===== src/rtl/rx_evt_pkg.sv =====
package rx_evt_pkg;
  localparam int NUM_EVT  = 22;
  localparam int DATA_W   = 64;
  localparam int STAT_LSB = 32;
  localparam int ARM_IDX  = 15;
  localparam int RST_BIT  = 30;
  localparam int ADDR_W   = 2;

  localparam logic [ADDR_W-1:0] ADDR_STAT = 2'd0;
  localparam logic [ADDR_W-1:0] ADDR_MASK = 2'd1;
  localparam logic [ADDR_W-1:0] ADDR_CFG  = 2'd2;

  // events that only a channel reset may clear
  localparam logic [NUM_EVT-1:0] FATAL_SET = 22'h3E1877;
  localparam logic [NUM_EVT-1:0] ARM_BIT   = NUM_EVT'(1) << ARM_IDX;

  typedef enum logic {
    WR_PLAIN = 1'b0,
    WR_W1C   = 1'b1
  } wr_mode_e;
endpackage


===== src/rtl/rx_evt_status_bank.sv =====
module rx_evt_status_bank
  import rx_evt_pkg::*;
#(
  parameter int                  N_EVT   = NUM_EVT,
  parameter int                  ARM_POS = ARM_IDX,
  parameter logic [N_EVT-1:0]    FATAL   = FATAL_SET
) (
  input  logic             clk_i,
  input  logic             rst_ni,
  input  logic [N_EVT-1:0] evt_i,
  input  logic             clr_all_i,
  input  logic             w1c_en_i,
  input  logic [N_EVT-1:0] w1c_bits_i,
  input  logic             arm_wr_en_i,
  input  logic             arm_wr_val_i,
  input  logic             fire_i,
  output logic [N_EVT-1:0] st_o
);

  for (genvar i = 0; i < N_EVT; i++) begin : g_bit
    logic bit_q;
    assign st_o[i] = bit_q;

    if (i == ARM_POS) begin : g_arm
      logic unused_arm_in;
      assign unused_arm_in = evt_i[i] ^ w1c_bits_i[i];
      always_ff @(posedge clk_i or negedge rst_ni) begin
        if (!rst_ni)          bit_q <= 1'b0;
        else if (clr_all_i)   bit_q <= 1'b0;
        else if (fire_i)      bit_q <= 1'b0;  // one shot: spent on delivery
        else if (arm_wr_en_i) bit_q <= arm_wr_val_i;
      end
    end else if (FATAL[i]) begin : g_fatal
      logic unused_fatal_clr;
      assign unused_fatal_clr = w1c_bits_i[i];
      always_ff @(posedge clk_i or negedge rst_ni) begin
        if (!rst_ni)        bit_q <= 1'b0;
        else if (clr_all_i) bit_q <= 1'b0;
        else if (evt_i[i])  bit_q <= 1'b1;
      end
    end else begin : g_soft
      always_ff @(posedge clk_i or negedge rst_ni) begin
        if (!rst_ni)                         bit_q <= 1'b0;
        else if (clr_all_i)                  bit_q <= 1'b0;
        else if (evt_i[i])                   bit_q <= 1'b1;  // new event beats clear
        else if (w1c_en_i && w1c_bits_i[i])  bit_q <= 1'b0;
      end
    end
  end

endmodule


===== src/rtl/rx_evt_irq_gen.sv =====
module rx_evt_irq_gen
  import rx_evt_pkg::*;
#(
  parameter int               N_EVT   = NUM_EVT,
  parameter int               ARM_POS = ARM_IDX,
  parameter logic [N_EVT-1:0] FATAL   = FATAL_SET
) (
  input  logic             clk_i,
  input  logic             rst_ni,
  input  logic [N_EVT-1:0] st_i,
  input  logic [N_EVT-1:0] mask_i,
  input  logic             hold_i,
  output logic             fire_o,
  output logic             irq_o,
  output logic             fatal_o
);
  localparam logic [N_EVT-1:0] ARM_SEL = N_EVT'(1) << ARM_POS;

  logic [N_EVT-1:0] live;
  logic             pending;
  logic             irq_q;

  assign live    = st_i & ~mask_i;
  assign pending = |(live & ~ARM_SEL);
  assign fire_o  = st_i[ARM_POS] & pending & ~hold_i;
  assign fatal_o = |(live & FATAL);
  assign irq_o   = irq_q;

  always_ff @(posedge clk_i or negedge rst_ni) begin
    if (!rst_ni)       irq_q <= 1'b0;
    else if (hold_i)   irq_q <= 1'b0;
    else if (fire_o)   irq_q <= 1'b1;
    else if (!pending) irq_q <= 1'b0;
  end

endmodule


===== src/rtl/rx_chan_rst_seq.sv =====
module rx_chan_rst_seq #(
  parameter int RST_CYCLES = 100
) (
  input  logic clk_i,
  input  logic rst_ni,
  input  logic start_i,
  output logic busy_o
);
  localparam int CNT_W = $clog2(RST_CYCLES + 1);

  logic [CNT_W-1:0] cnt_q;
  logic             busy_q;

  always_ff @(posedge clk_i or negedge rst_ni) begin
    if (!rst_ni) begin
      cnt_q  <= '0;
      busy_q <= 1'b0;
    end else if (busy_q) begin
      if (cnt_q == '0) busy_q <= 1'b0;
      else             cnt_q  <= cnt_q - 1'b1;
    end else if (start_i) begin
      busy_q <= 1'b1;
      cnt_q  <= CNT_W'(RST_CYCLES - 1);
    end
  end

  assign busy_o = busy_q;

endmodule


===== src/rtl/rx_evt_intr_ctrl.sv =====
module rx_evt_intr_ctrl
  import rx_evt_pkg::*;
#(
  parameter int RST_CYCLES = 100
) (
  input  logic                 clk_i,
  input  logic                 rst_ni,
  input  logic [NUM_EVT-1:0]   evt_i,
  input  logic [ADDR_W-1:0]    req_addr_i,
  input  logic                 wr_en_i,
  input  logic                 wr_w1c_i,
  input  logic [DATA_W-1:0]    wr_data_i,
  input  logic                 rd_en_i,
  output logic [DATA_W-1:0]    rd_data_o,
  output logic                 irq_o,
  output logic                 fatal_o,
  output logic                 chan_rst_o
);

  wr_mode_e             wr_mode;
  logic                 plain_wr, w1c_wr;
  logic                 stat_w1c, stat_plain, mask_wr, rst_start;
  logic                 busy, clr_all, fire;
  logic [NUM_EVT-1:0]   st_q, mask_q;
  logic [DATA_W-1:0]    rd_word;
  logic                 unused_wr_bits;

  assign wr_mode    = wr_mode_e'(wr_w1c_i);
  assign plain_wr   = wr_en_i && (wr_mode == WR_PLAIN);
  assign w1c_wr     = wr_en_i && (wr_mode == WR_W1C);
  assign stat_w1c   = w1c_wr   && (req_addr_i == ADDR_STAT);
  assign stat_plain = plain_wr && (req_addr_i == ADDR_STAT);
  assign mask_wr    = plain_wr && (req_addr_i == ADDR_MASK);
  assign rst_start  = plain_wr && (req_addr_i == ADDR_CFG) && wr_data_i[RST_BIT] && !busy;
  assign clr_all    = busy | rst_start;

  assign unused_wr_bits = ^{wr_data_i[DATA_W-1:STAT_LSB+NUM_EVT],
                            wr_data_i[STAT_LSB-1:RST_BIT+1],
                            wr_data_i[RST_BIT-1:NUM_EVT]};

  always_ff @(posedge clk_i or negedge rst_ni) begin
    if (!rst_ni)      mask_q <= '0;
    else if (mask_wr) mask_q <= wr_data_i[NUM_EVT-1:0];
  end

  rx_evt_status_bank #(
    .N_EVT  (NUM_EVT),
    .ARM_POS(ARM_IDX),
    .FATAL  (FATAL_SET)
  ) u_bank (
    .clk_i       (clk_i),
    .rst_ni      (rst_ni),
    .evt_i       (evt_i),
    .clr_all_i   (clr_all),
    .w1c_en_i    (stat_w1c),
    .w1c_bits_i  (wr_data_i[STAT_LSB +: NUM_EVT]),
    .arm_wr_en_i (stat_plain),
    .arm_wr_val_i(wr_data_i[STAT_LSB + ARM_IDX]),
    .fire_i      (fire),
    .st_o        (st_q)
  );

  rx_evt_irq_gen #(
    .N_EVT  (NUM_EVT),
    .ARM_POS(ARM_IDX),
    .FATAL  (FATAL_SET)
  ) u_irq (
    .clk_i  (clk_i),
    .rst_ni (rst_ni),
    .st_i   (st_q),
    .mask_i (mask_q),
    .hold_i (busy),
    .fire_o (fire),
    .irq_o  (irq_o),
    .fatal_o(fatal_o)
  );

  rx_chan_rst_seq #(
    .RST_CYCLES(RST_CYCLES)
  ) u_rst (
    .clk_i  (clk_i),
    .rst_ni (rst_ni),
    .start_i(rst_start),
    .busy_o (busy)
  );

  always_comb begin
    rd_word = '0;
    unique case (req_addr_i)
      ADDR_STAT: rd_word[STAT_LSB +: NUM_EVT] = st_q;
      ADDR_MASK: rd_word[NUM_EVT-1:0]         = mask_q;
      ADDR_CFG:  rd_word[RST_BIT]             = busy;
      default:   rd_word = '0;
    endcase
  end

  always_ff @(posedge clk_i or negedge rst_ni) begin
    if (!rst_ni)      rd_data_o <= '0;
    else if (rd_en_i) rd_data_o <= rd_word;
  end

  assign chan_rst_o = busy;

endmodule


===== config.mk =====
export PLATFORM = sky130hd
export DESIGN_NAME = rx_evt_intr_ctrl
export DESIGN_NICKNAME = d
export VERILOG_FILES = /design/src/rtl/rx_evt_pkg.sv /design/src/rtl/rx_evt_status_bank.sv /design/src/rtl/rx_evt_irq_gen.sv /design/src/rtl/rx_chan_rst_seq.sv /design/src/rtl/rx_evt_intr_ctrl.sv
export SDC_FILE = /design/constraint.sdc
export NUM_CORES = 1
export LEC_CHECK = 0
export BUFFER_PORTS_ARGS = -buffer_cell sky130_fd_sc_hd__buf_2
export CAP_MARGIN = 5
export CORE_ASPECT_RATIO = 0.75
export CORE_UTILIZATION = 25
export DETAILED_ROUTE_END_ITERATION = 10
export PLACE_DENSITY = 0.5
export SYNTH_ARGS = -nofsm -noshare
export SYNTH_HDL_FRONTEND = slang
export SYNTH_HIERARCHICAL = 1
export SYNTH_SLANG_ARGS = --single-unit

===== constraint.sdc =====
create_clock -name clk_i -period 2.12 [get_ports clk_i]
set_clock_uncertainty 0.15 [all_clocks]
set_input_delay 0.318 -clock clk_i [delete_from_list [all_inputs] [get_ports clk_i]]
set_output_delay 0.318 -clock clk_i [all_outputs]
set_load 0.01 [all_outputs]

==> out/metrics.yaml, run 1 <==
status:
  status: "finished, final reports clean"
detailed_routing:
  totalWireLength_um: 12000
  drtPass1Iterations: 4
  wl_per_cell_um: 15.2
  viasPerCell: 4.26
  vias: 3364
  post-route-drc-count: 0
  drt_first_iter_violations: 146
  antenna_left: 0
setup_path:
  worst_ep_arrival_time_ps: 1560
  crit_fanout: 2
  worstSetupStartpoint: "u_bank/g_bit[17].bit_q$_DFFE_PN0P_"
  r2r_cells: 5
  crit_required_ps: 1650
  critPathSlowestCell: "dfrtp_1"
  r2r_end: "u_rst/cnt_q[5]$_DFFE_PN0P_"
  cpPeakStageDelay_ps: 380
  setup.worst_path.start_class: "flip-flop"
  cp.buffers_inverters: 2
  crit_chain: "inv_2 > o22ai_2 > nor4_4 > nand3_1 > buf_2"
  cp_top_family: "simple AND/OR/NAND/NOR gates"
  path_class: "reg2out"
  reg2reg_slack_ps: 170
  r2r_start: "u_rst/cnt_q[0]$_DFFE_PN0P_"
  end_kind: "output port"
logic_synthesis:
  synth_top_area_frac: 0.524
  netlist_area_um2: 4680
  synth.avg_cell_area_um2: 10.3
  synth.largest_area_cell: "dfrtp_1"
  synth_compound_area_frac: 0.124
  ys_types: 46
  synthFlopType: "dfrtp_1"
  yosys.area_share.xor_xnor: 0
  synth_warnings: 6
  synth-edff-count: 0
  async_flop_share: 1.00
  yosys.area_share.adder: 0.00267
  synthTopCellsByArea: "dfrtp_1 52%, o22ai_1 6.7%, buf_4 6.6%"
  seq_area_frac_synth: 0.524
  synth_mux_area_frac: 0.0777
  synth_seq_cells: 98
  synth-simple-area-share: 0.115
  synth_top_family_by_area: "buffers and inverters"
  netlist_instances: 455
cts:
  cts_tree: "done"
  clk_path_buf_depth: 2
  cts_sinks: 98
  root_buffer: "clkbuf_16"
  clkLatencyLatePin_ps: 350
  cts_buffers: 9
  htreeDepth: 3
  cts.clk_slew.worst_paths_ps: 70
sta:
  max_freq_mhz: 493
  setup_viol: 0
  setup-tns-final_ps: 0
  rsz0062_at_grt: "no"
  min_period_over_period: 0.957
  drv_slew: 0
  worstMarginPinSlew_ps: 1020
  whs_ps: 20.7
  max_slew_margin: 0.321
  period_needed_ps: 2030
  hold_violations: 0
power:
  p_leak_uw: 0.00269
  pwr_density_cell_nw_per_um2: 983
  vdd_drop_max_v: 0.000350
grt:
  grt_pass1_wl_um: 19000
  top_usage_layer: "met1"
  antenna_found_initial: 1
  use_met2: 0.183
  grt.met1_usage: 0.196
  met3_usage: 0.0388
  grt_overflow: 0
  grt.total_usage: 0.133
  grt_pass1_vias: 3245
  grt_max_degree: 91
min_path:
  hp-class: "in2reg"
  holdPathEnd: "u_bank/g_bit[7].bit_q$_DFFE_PN0P_"
  whs_path_depth: 2
  hold_start: "wr_data_i[39]"
die:
  pin_count: 160
  initial_utilization: 0.261
  fp.dieW_um: 160
  dieArea_um2: 19300
  rows: 42
  core_area_um2: 18000
  die_h_um: 121
layout:
  fin_nets: 636
  drive_gt1_frac: 0.326
  mostFrequentLayoutCells: "106 x buf_2, 98 x dfrtp_1, 74 x inv_1, 49 x o22ai_1, 47 x nand2_1"
  mostFrequentLayoutCell: "buf_2"
  nFillCells: 1919
  area_growth_pct: 19.0
placed_design:
  dp_hpwl_um: 8870
  port_buffers: 107
  finalWeightedCongestion: 0.780
job:
  maxCapViolCount: 0
[routing by layer]
layer,routed length [µm],part of all wire
met1,6280,0.52
met2,4970,0.41
met3,647,0.054
met5,0,0
met4,129,0.011
[worst register-to-register path, stage by stage, from the launching register on]
cell and delay [ps]:
dfrtp_1 410, inv_1 80, ha_1 210, or4b_4 520, o31ai_4 270, o311ai_0 170
[cell families after synthesis]
family,Yosys count
AOI/OAI and AO/OA,77
adders and majority gates,1
buffers and inverters,138
DFF,98
muxes,26
other,1
and+or+nand+nor,114
[through the flow]
step	cells	worst slack (ps)	power, µW	util	cell area, µm²
2_1_floorplan	473	350	3590	-	4750
4_1_cts	788	13.5	5520	0.309	5560
3_5_place_dp	771	66.5	3930	0.293	5270
5_1_grt	788	9.47	5820	0.310	5570
3_3_place_gp	771	102	3890	0.293	5270
6_report	789	91.8	5480	0.310	5580
[power by group]
part / total (µW) / switching, µW / internal [µW]
sequential: 2610 / 382 / 2230
clock: 1560 / 707 / 849
combinational: 1320 / 685 / 630
total: 5480 / 1770 / 3710
[cell type report]
class	count	area (µm²)	share of cell area
Antenna cell	1	2.50	0.000449
Clock buffer	12	256	0.0460
Clock inverter	3	15.0	0.00269
Inverter	76	285	0.0512
Multi-Input combinational cell	237	1590	0.284
Sequential cell	98	2450	0.440
Tap cell	242	303	0.0543
Timing Repair Buffer	120	676	0.121
[cell usage after synthesis (2+ instances only)]
cell	instances
a21oi_1	2
a311oi_2	7
buf_12	2
buf_2	11
buf_4	41
buf_6	2
clkbuf_1	6
dfrtp_1	98
inv_1	76
mux2_2	3
mux2_4	20
mux2i_1	3
nand2_1	47
nand2b_1	5
nor2_1	41
nor2b_1	2
nor3_1	3
nor3b_1	2
nor4_1	2
o21ai_0	6
o22ai_1	50
o22ai_2	2
[how the worst max path moves through the flow]
stage / to / slack [ps] / cells past startpoint
final: fatal_o / 90 / 5
after global routing: fatal_o / 9 / 5
after CTS: fatal_o / 10 / 5
after detailed placement: u_bank/g_bit[16].bit_q$_DFFE_PN0P_ / 70 / 5
after global placement: u_bank/g_bit[10].bit_q$_DFFE_PN0P_ / 100 / 5
after floorplan: u_rst/cnt_q[5]$_DFFE_PN0P_ / 350 / 5
[state kept, by name (all words and copies together) (netlist names)]
| signal | flops |
|---|---|
| u_rst/cnt_q | 7 |
| u_irq/irq_o | 1 |
| u_rst/busy_o | 1 |
| mask_q | 22 |
| rd_data_o | 45 |
| u_bank/g_bit.bit_q | 22 |
[repair_timing]
| action | 4_1_cts | 5_1_grt |
|---|---|---|
| endpoints found under the setup margin | 1 | 1 |
| cloned | 0 | 0 |
| gates resized for setup | 2 | 2 |
| endpoints found under the hold margin | 36 | 0 |
| pin swaps | 2 | 2 |
| hold buffers | 1 | 0 |
| setup buffers | 1 | 0 |
No activity file was read; power rests on OpenSTA's default activity.
==> run 2: changes to the inputs <==
--- a/config.mk
+++ b/config.mk
@@ -11,6 +11,7 @@
 export CORE_UTILIZATION = 25
 export DETAILED_ROUTE_END_ITERATION = 10
 export PLACE_DENSITY = 0.5
+export REMOVE_ABC_BUFFERS = 1
 export SYNTH_ARGS = -nofsm -noshare
 export SYNTH_HDL_FRONTEND = slang
 export SYNTH_HIERARCHICAL = 1
==> constraint.sdc (replaced) <==
create_clock -name clk_i -period 2.1 [get_ports clk_i]
set_clock_uncertainty 0.15 [all_clocks]
set_input_delay 0.315 -clock clk_i [delete_from_list [all_inputs] [get_ports clk_i]]
set_output_delay 0.315 -clock clk_i [all_outputs]
set_load 0.01 [all_outputs]
==> out/metrics.yaml, run 2 (synthesis gave the netlist of run 1 again) <==
status:
  status: "finished, final reports clean"  # unchanged
setup_path:
  setup.worst_path.start_class: "flip-flop"  # unchanged
  worst_ep_arrival_time_ps: 1530  # was 1560 ps
  crit_required_ps: 1630  # was 1650 ps
  crit_fanout: 3  # was 2
  end_kind: "output port"  # unchanged
  path_class: "reg2out"  # unchanged
detailed_routing:
  wl_per_cell_um: 14.1  # was 15.2 µm
  viasPerCell: 4.24  # was 4.26
  drtPass1Iterations: 4  # unchanged
  totalWireLength_um: 11300  # was 12000 µm
  antenna_left: 0  # unchanged
  vias: 3382  # was 3364
  post-route-drc-count: 0  # unchanged
  drt_first_iter_violations: 101  # was 146
grt:
  grt_overflow: 0  # unchanged
  grt_pass1_vias: 3405  # was 3245
  grt_max_degree: 91  # unchanged
  grt_pass1_wl_um: 18200  # was 19000 µm
  grt.total_usage: 0.123  # was 0.133
  antenna_found_initial: 0  # was 1
layout:
  area_growth_pct: 21.4  # was 19.0%
  fin_area_um2: 5690  # was 5580 µm²
  largest_reg_flops: 45  # unchanged
  top_regs: "rd_data_o x45, mask_q x22, u_bank/g_bit.bit_q x22"  # unchanged
  fin_nets: 645  # was 636
  nFillCells: 1878  # was 1919
  drive_gt1_frac: 0.331  # was 0.326
  n_antenna_cell: 0  # was 1
  stdcell_count: 798  # was 789
  mostFrequentLayoutCell: "buf_2"  # unchanged
  mostFrequentLayoutCells: "106 x buf_2, 98 x dfrtp_1, 76 x inv_1, 49 x o22ai_1, 47 x nand2_1"  # was 106 x buf_2, 98 x dfrtp_1, 74 x inv_1, 49 x o22ai_1, 47 x nand2_1
  top_register: "rd_data_o"  # unchanged
power:
  p_leak_uw: 0.00274  # was 0.00269 µW
  vdd_drop_max_v: 0.000338  # was 0.000350 V
  pwr_density_cell_nw_per_um2: 997  # was 983 nW/µm²
cts:
  root_buffer: "clkbuf_16"  # unchanged
  clkLatencyLatePin_ps: 350  # about the same
  cts_buffers: 9  # unchanged
  cts_tree: "done"  # unchanged
  cts_sinks: 98  # unchanged
  cts.clk_slew.worst_paths_ps: 70  # about the same
  clk_path_buf_depth: 2  # unchanged
  htreeDepth: 3  # unchanged
die:
  rows: 42  # unchanged
  initial_utilization: 0.261  # unchanged
  fp.dieW_um: 160  # unchanged
  die_h_um: 121  # unchanged
  core_area_um2: 18000  # unchanged
  dieArea_um2: 19300  # unchanged
  pin_count: 160  # unchanged
sta:
  setup-tns-final_ps: 0  # unchanged
  period_needed_ps: 1990
  hold_violations: 0  # unchanged
  min_period_over_period: 0.949
  rsz0062_at_grt: "no"  # unchanged
  max_freq_mhz: 502
  setup_viol: 0  # unchanged
  drv_slew: 0  # unchanged
placed_design:
  dpl_cell_area_um2: 5300  # was 5270 µm²
  port_buffers: 107  # unchanged
  dp_hpwl_um: 8130  # was 8870 µm
  finalWeightedCongestion: 0.814  # was 0.780
  dp_cells: 775  # was 771
job:
  maxCapViolCount: 0  # unchanged
min_path:
  hp-class: "in2reg"  # unchanged
## run 2: area by class of cell
class / instances / area, µm² / share of cell area
Sequential cell: 98 / 2450 / 0.431
Multi-Input combinational cell: 237 / 1580 / 0.278
Timing Repair Buffer: 129 / 753 / 0.132
Tap cell: 242 / 303 / 0.0532
Inverter: 76 / 285 / 0.0501
Clock buffer: 10 / 239 / 0.0420
Clock inverter: 6 / 73.8 / 0.0130
## run 2: per-layer routing
layer  vias to the layer above  track usage  part of all wire
li1                       1623            -                 -
met1                      1642        0.158              0.48
met5                         -            0                 0
met4                         0       0.0339            0.0098
met3                        11       0.0419             0.062
met2                       106        0.196              0.45
## run 2: power by group
group / internal [µW] / switching [µW]
clock network: 971 / 763
logic: 667 / 680
registers: 2250 / 342
## run 2: through the flow
| stage | setup WS [ps] | utilization | hold slack [ps] | total power (µW) |
|---|---|---|---|---|
| 4_1_cts | 16.9 | 0.314 | 2.10 | 5740 |
| 5_1_grt | 1.62 | 0.317 | 11.9 | 6030 |
| 3_3_place_gp | 217 | 0.295 | 78.8 | 3900 |
| 2_1_floorplan | 155 | - | -131 | 3380 |
| 6_report | 107 | 0.317 | 26.1 | 5670 |
| 3_5_place_dp | 128 | 0.295 | 82.4 | 3950 |
## run 2: repair_timing
action	in CTS	in global routing
setup endpoints to repair	1	1
pin swaps	1	1
hold buffers	3	2
setup buffers	1	1
hold endpoints to repair	27	2
gates resized for setup	0	2
## run 2: worst max-delay path, cell delays in order, from the launching register on
cell	delay, ps
dfrtp_1	400
inv_1	80
o22ai_2	90
nor4_2	250
buf_4	160
nand3_1	60
buf_2	160
## run 2: worst paths after layout
path                                               startpoint                                  to  slack, ps  cells past startpoint
max                        u_bank/g_bit[17].bit_q$_DFFE_PN0P_                             fatal_o        110                      6
min                                             wr_data_i[42]  u_bank/g_bit[10].bit_q$_DFFE_PN0P_         30                      2
max reg2reg                        u_rst/cnt_q[0]$_DFFE_PN0P_          u_rst/cnt_q[5]$_DFFE_PN0P_        110                      5
min reg2reg                u_bank/g_bit[11].bit_q$_DFFE_PN0P_  u_bank/g_bit[11].bit_q$_DFFE_PN0P_        370                      2
max in group asynchronous                              rst_ni           rd_data_o[30]$_DFFE_PN0P_        920                      3
min in group asynchronous                              rst_ni           rd_data_o[37]$_DFFE_PN0P_        250                      2
==> run 3: changes to the inputs <==
--- a/config.mk
+++ b/config.mk
@@ -10,7 +10,7 @@
 export CORE_ASPECT_RATIO = 0.75
 export CORE_UTILIZATION = 25
 export DETAILED_ROUTE_END_ITERATION = 10
-export PLACE_DENSITY = 0.5
+export PLACE_DENSITY = 0.51
 export REMOVE_ABC_BUFFERS = 1
 export SYNTH_ARGS = -nofsm -noshare
 export SYNTH_HDL_FRONTEND = slang
==> constraint.sdc (replaced) <==
create_clock -name clk_i -period 1.71 [get_ports clk_i]
set_clock_uncertainty 0.15 [all_clocks]
set_input_delay 0.2565 -clock clk_i [delete_from_list [all_inputs] [get_ports clk_i]]
set_output_delay 0.2565 -clock clk_i [all_outputs]
set_load 0.01 [all_outputs]
==> out/metrics.yaml, run 3 (synthesis gave the netlist of run 1 again) <==
status:
  status: "finished, violations left"  # was finished, final reports clean
  violations: "setup timing"
detailed_routing:
  viasPerCell: 4.15  # was 4.24
  drt_first_iter_violations: 179  # was 101
  antenna_left: 0  # unchanged
  totalWireLength_um: 12000  # was 11300 µm
  wl_per_cell_um: 14.1  # about the same
  post-route-drc-count: 0  # unchanged
  drtPass1Iterations: 4  # unchanged
  vias: 3532  # was 3382
die:
  fp.dieW_um: 160  # unchanged
  pin_count: 160  # unchanged
  core_area_um2: 18000  # unchanged
  initial_utilization: 0.261  # unchanged
  dieArea_um2: 19300  # unchanged
  die_h_um: 121  # unchanged
  rows: 42  # unchanged
setup_path:
  path_class: "reg2out"  # unchanged
  setup.worst_path.start_class: "flip-flop"  # unchanged
  crit_fanout: 3  # unchanged
  end_kind: "output port"  # unchanged
  r2r_start: "u_rst/cnt_q[0]$_DFFE_PN0P_"  # unchanged
  worst_ep_arrival_time_ps: 1440  # was 1530 ps
  worstSetupStartpoint: "u_bank/g_bit[4].bit_q$_DFFE_PN0P_"  # was u_bank/g_bit[17].bit_q$_DFFE_PN0P_
  crit_required_ps: 1300  # was 1630 ps
placed_design:
  place_worst_setup_slack_ps: -145  # was 128 ps
  dp_hpwl_um: 8150  # was 8130 µm
  finalWeightedCongestion: 0.733  # was 0.814
  port_buffers: 107  # unchanged
sta:
  hold_violations: 0  # unchanged
  min_period_over_period: 1.08
  layout_setup_ws_ps: -136  # was 107 ps
  setup_viol: 5  # was 0
  drv_slew: 0  # unchanged
  rsz0062_at_grt: "yes"  # was no
  max_freq_mhz: 542
  period_needed_ps: 1850
layout:
  n_antenna_cell: 0  # unchanged
  mostFrequentLayoutCells: "105 x buf_2, 98 x dfrtp_1, 74 x inv_1, 49 x o22ai_1, 47 x nand2_1"  # was 106 x buf_2, 98 x dfrtp_1, 76 x inv_1, 49 x o22ai_1, 47 x nand2_1
  nFillCells: 1854  # was 1878
  mostFrequentLayoutCell: "buf_2"  # unchanged
  top_register: "rd_data_o"  # unchanged
  regArea_um2: 2450  # unchanged
  top_regs: "rd_data_o x45, mask_q x22, u_bank/g_bit.bit_q x22"  # unchanged
  fin_nets: 698  # was 645
  multi_input_area_um2: 1620  # was 1580 µm²
  area_growth_pct: 33.0  # was 21.4%
  finalCoreUtilization: 0.347  # was 0.317
  drive_gt1_frac: 0.337  # was 0.331
  largest_reg_flops: 45  # unchanged
cts:
  cts_sinks: 98  # unchanged
  clk_path_buf_depth: 2  # unchanged
  cts_buffers: 9  # unchanged
  cts_tree: "done"  # unchanged
  cts.clk_slew.worst_paths_ps: 70  # about the same
  root_buffer: "clkbuf_16"  # unchanged
  htreeDepth: 3  # unchanged
  clkLatencyLatePin_ps: 350  # about the same
grt:
  grt.total_usage: 0.133  # was 0.123
  grt_max_degree: 91  # unchanged
  grt_overflow: 0  # unchanged
  antenna_found_initial: 1  # was 0
  grt_pass1_wl_um: 19400  # was 18200 µm
  grt_pass1_vias: 3670  # was 3405
power:
  pwr_density_cell_nw_per_um2: 1150  # was 997 nW/µm²
  p_total_uw: 7160  # was 5670 µW
  p_leak_uw: 0.00298  # was 0.00274 µW
  vdd_drop_max_v: 0.000381  # was 0.000338 V
min_path:
  hold_start: "evt_i[9]"  # was wr_data_i[42]
  hp-class: "in2reg"  # unchanged
job:
  maxCapViolCount: 0  # unchanged
run 3: stage by stage:
step	instances	instance area (µm²)	TNS [ps]	hold WS, ps
floorplan	411	4300	-3500	-189
global placement	789	5430	-197	111
detailed placement	789	5430	-541	114
CTS	851	6220	-663	0.125
global route	851	6230	-953	8.07
finish	851	6230	-343	12.6
run 3: worst max-delay path: stages, from the launching register on:
cell	delay [ps]
dfrtp_1	390
inv_1	60
o22ai_1	120
nor4_4	260
nand3_1	120
buf_6	140
run 3: what timing repair did:
item	in CTS	in global routing
hold buffers	43	0
endpoints found under the hold margin	140	0
pin swaps	8	2
setup buffers	3	0
gates resized for setup	14	1
endpoints found under the setup margin	7	8
run 3: power breakdown:
part | switching (µW) | leakage, µW | total, µW | internal, µW
Sequential | 398 | 0.00126 | 3160 | 2760
Clock | 916 | 0.000139 | 1990 | 1080
Combinational | 954 | 0.00158 | 2010 | 1060
run 3: path summary, 6_finish.rpt:
check	end	slack (ps)	cells past startpoint
max	fatal_o	-140	5
min	u_bank/g_bit[9].bit_q$_DFFE_PN0P_	10	3
max reg2reg	u_rst/cnt_q[0]$_DFFE_PN0P_	-80	5
min reg2reg	u_bank/g_bit[20].bit_q$_DFFE_PN0P_	370	2
max in group asynchronous	u_rst/cnt_q[1]$_DFFE_PN0P_	830	3
min in group asynchronous	rd_data_o[37]$_DFFE_PN0P_	290	3
run 3: layout make-up:
type	count	share of cell area
Sequential cell	98	0.394
Multi-Input combinational cell	237	0.260
Timing Repair Buffer	182	0.205
Tap cell	242	0.0486
Inverter	76	0.0458
Clock buffer	12	0.0412
Clock inverter	4	0.00542
run 3: routing by layer:
layer	track usage	wire length, µm	up-vias
met3	0.0436	772	9
met4	0.0393	109	2
met2	0.208	5320	98
li1	-	-	1733
met1	0.173	5790	1690
met5	0	13	-
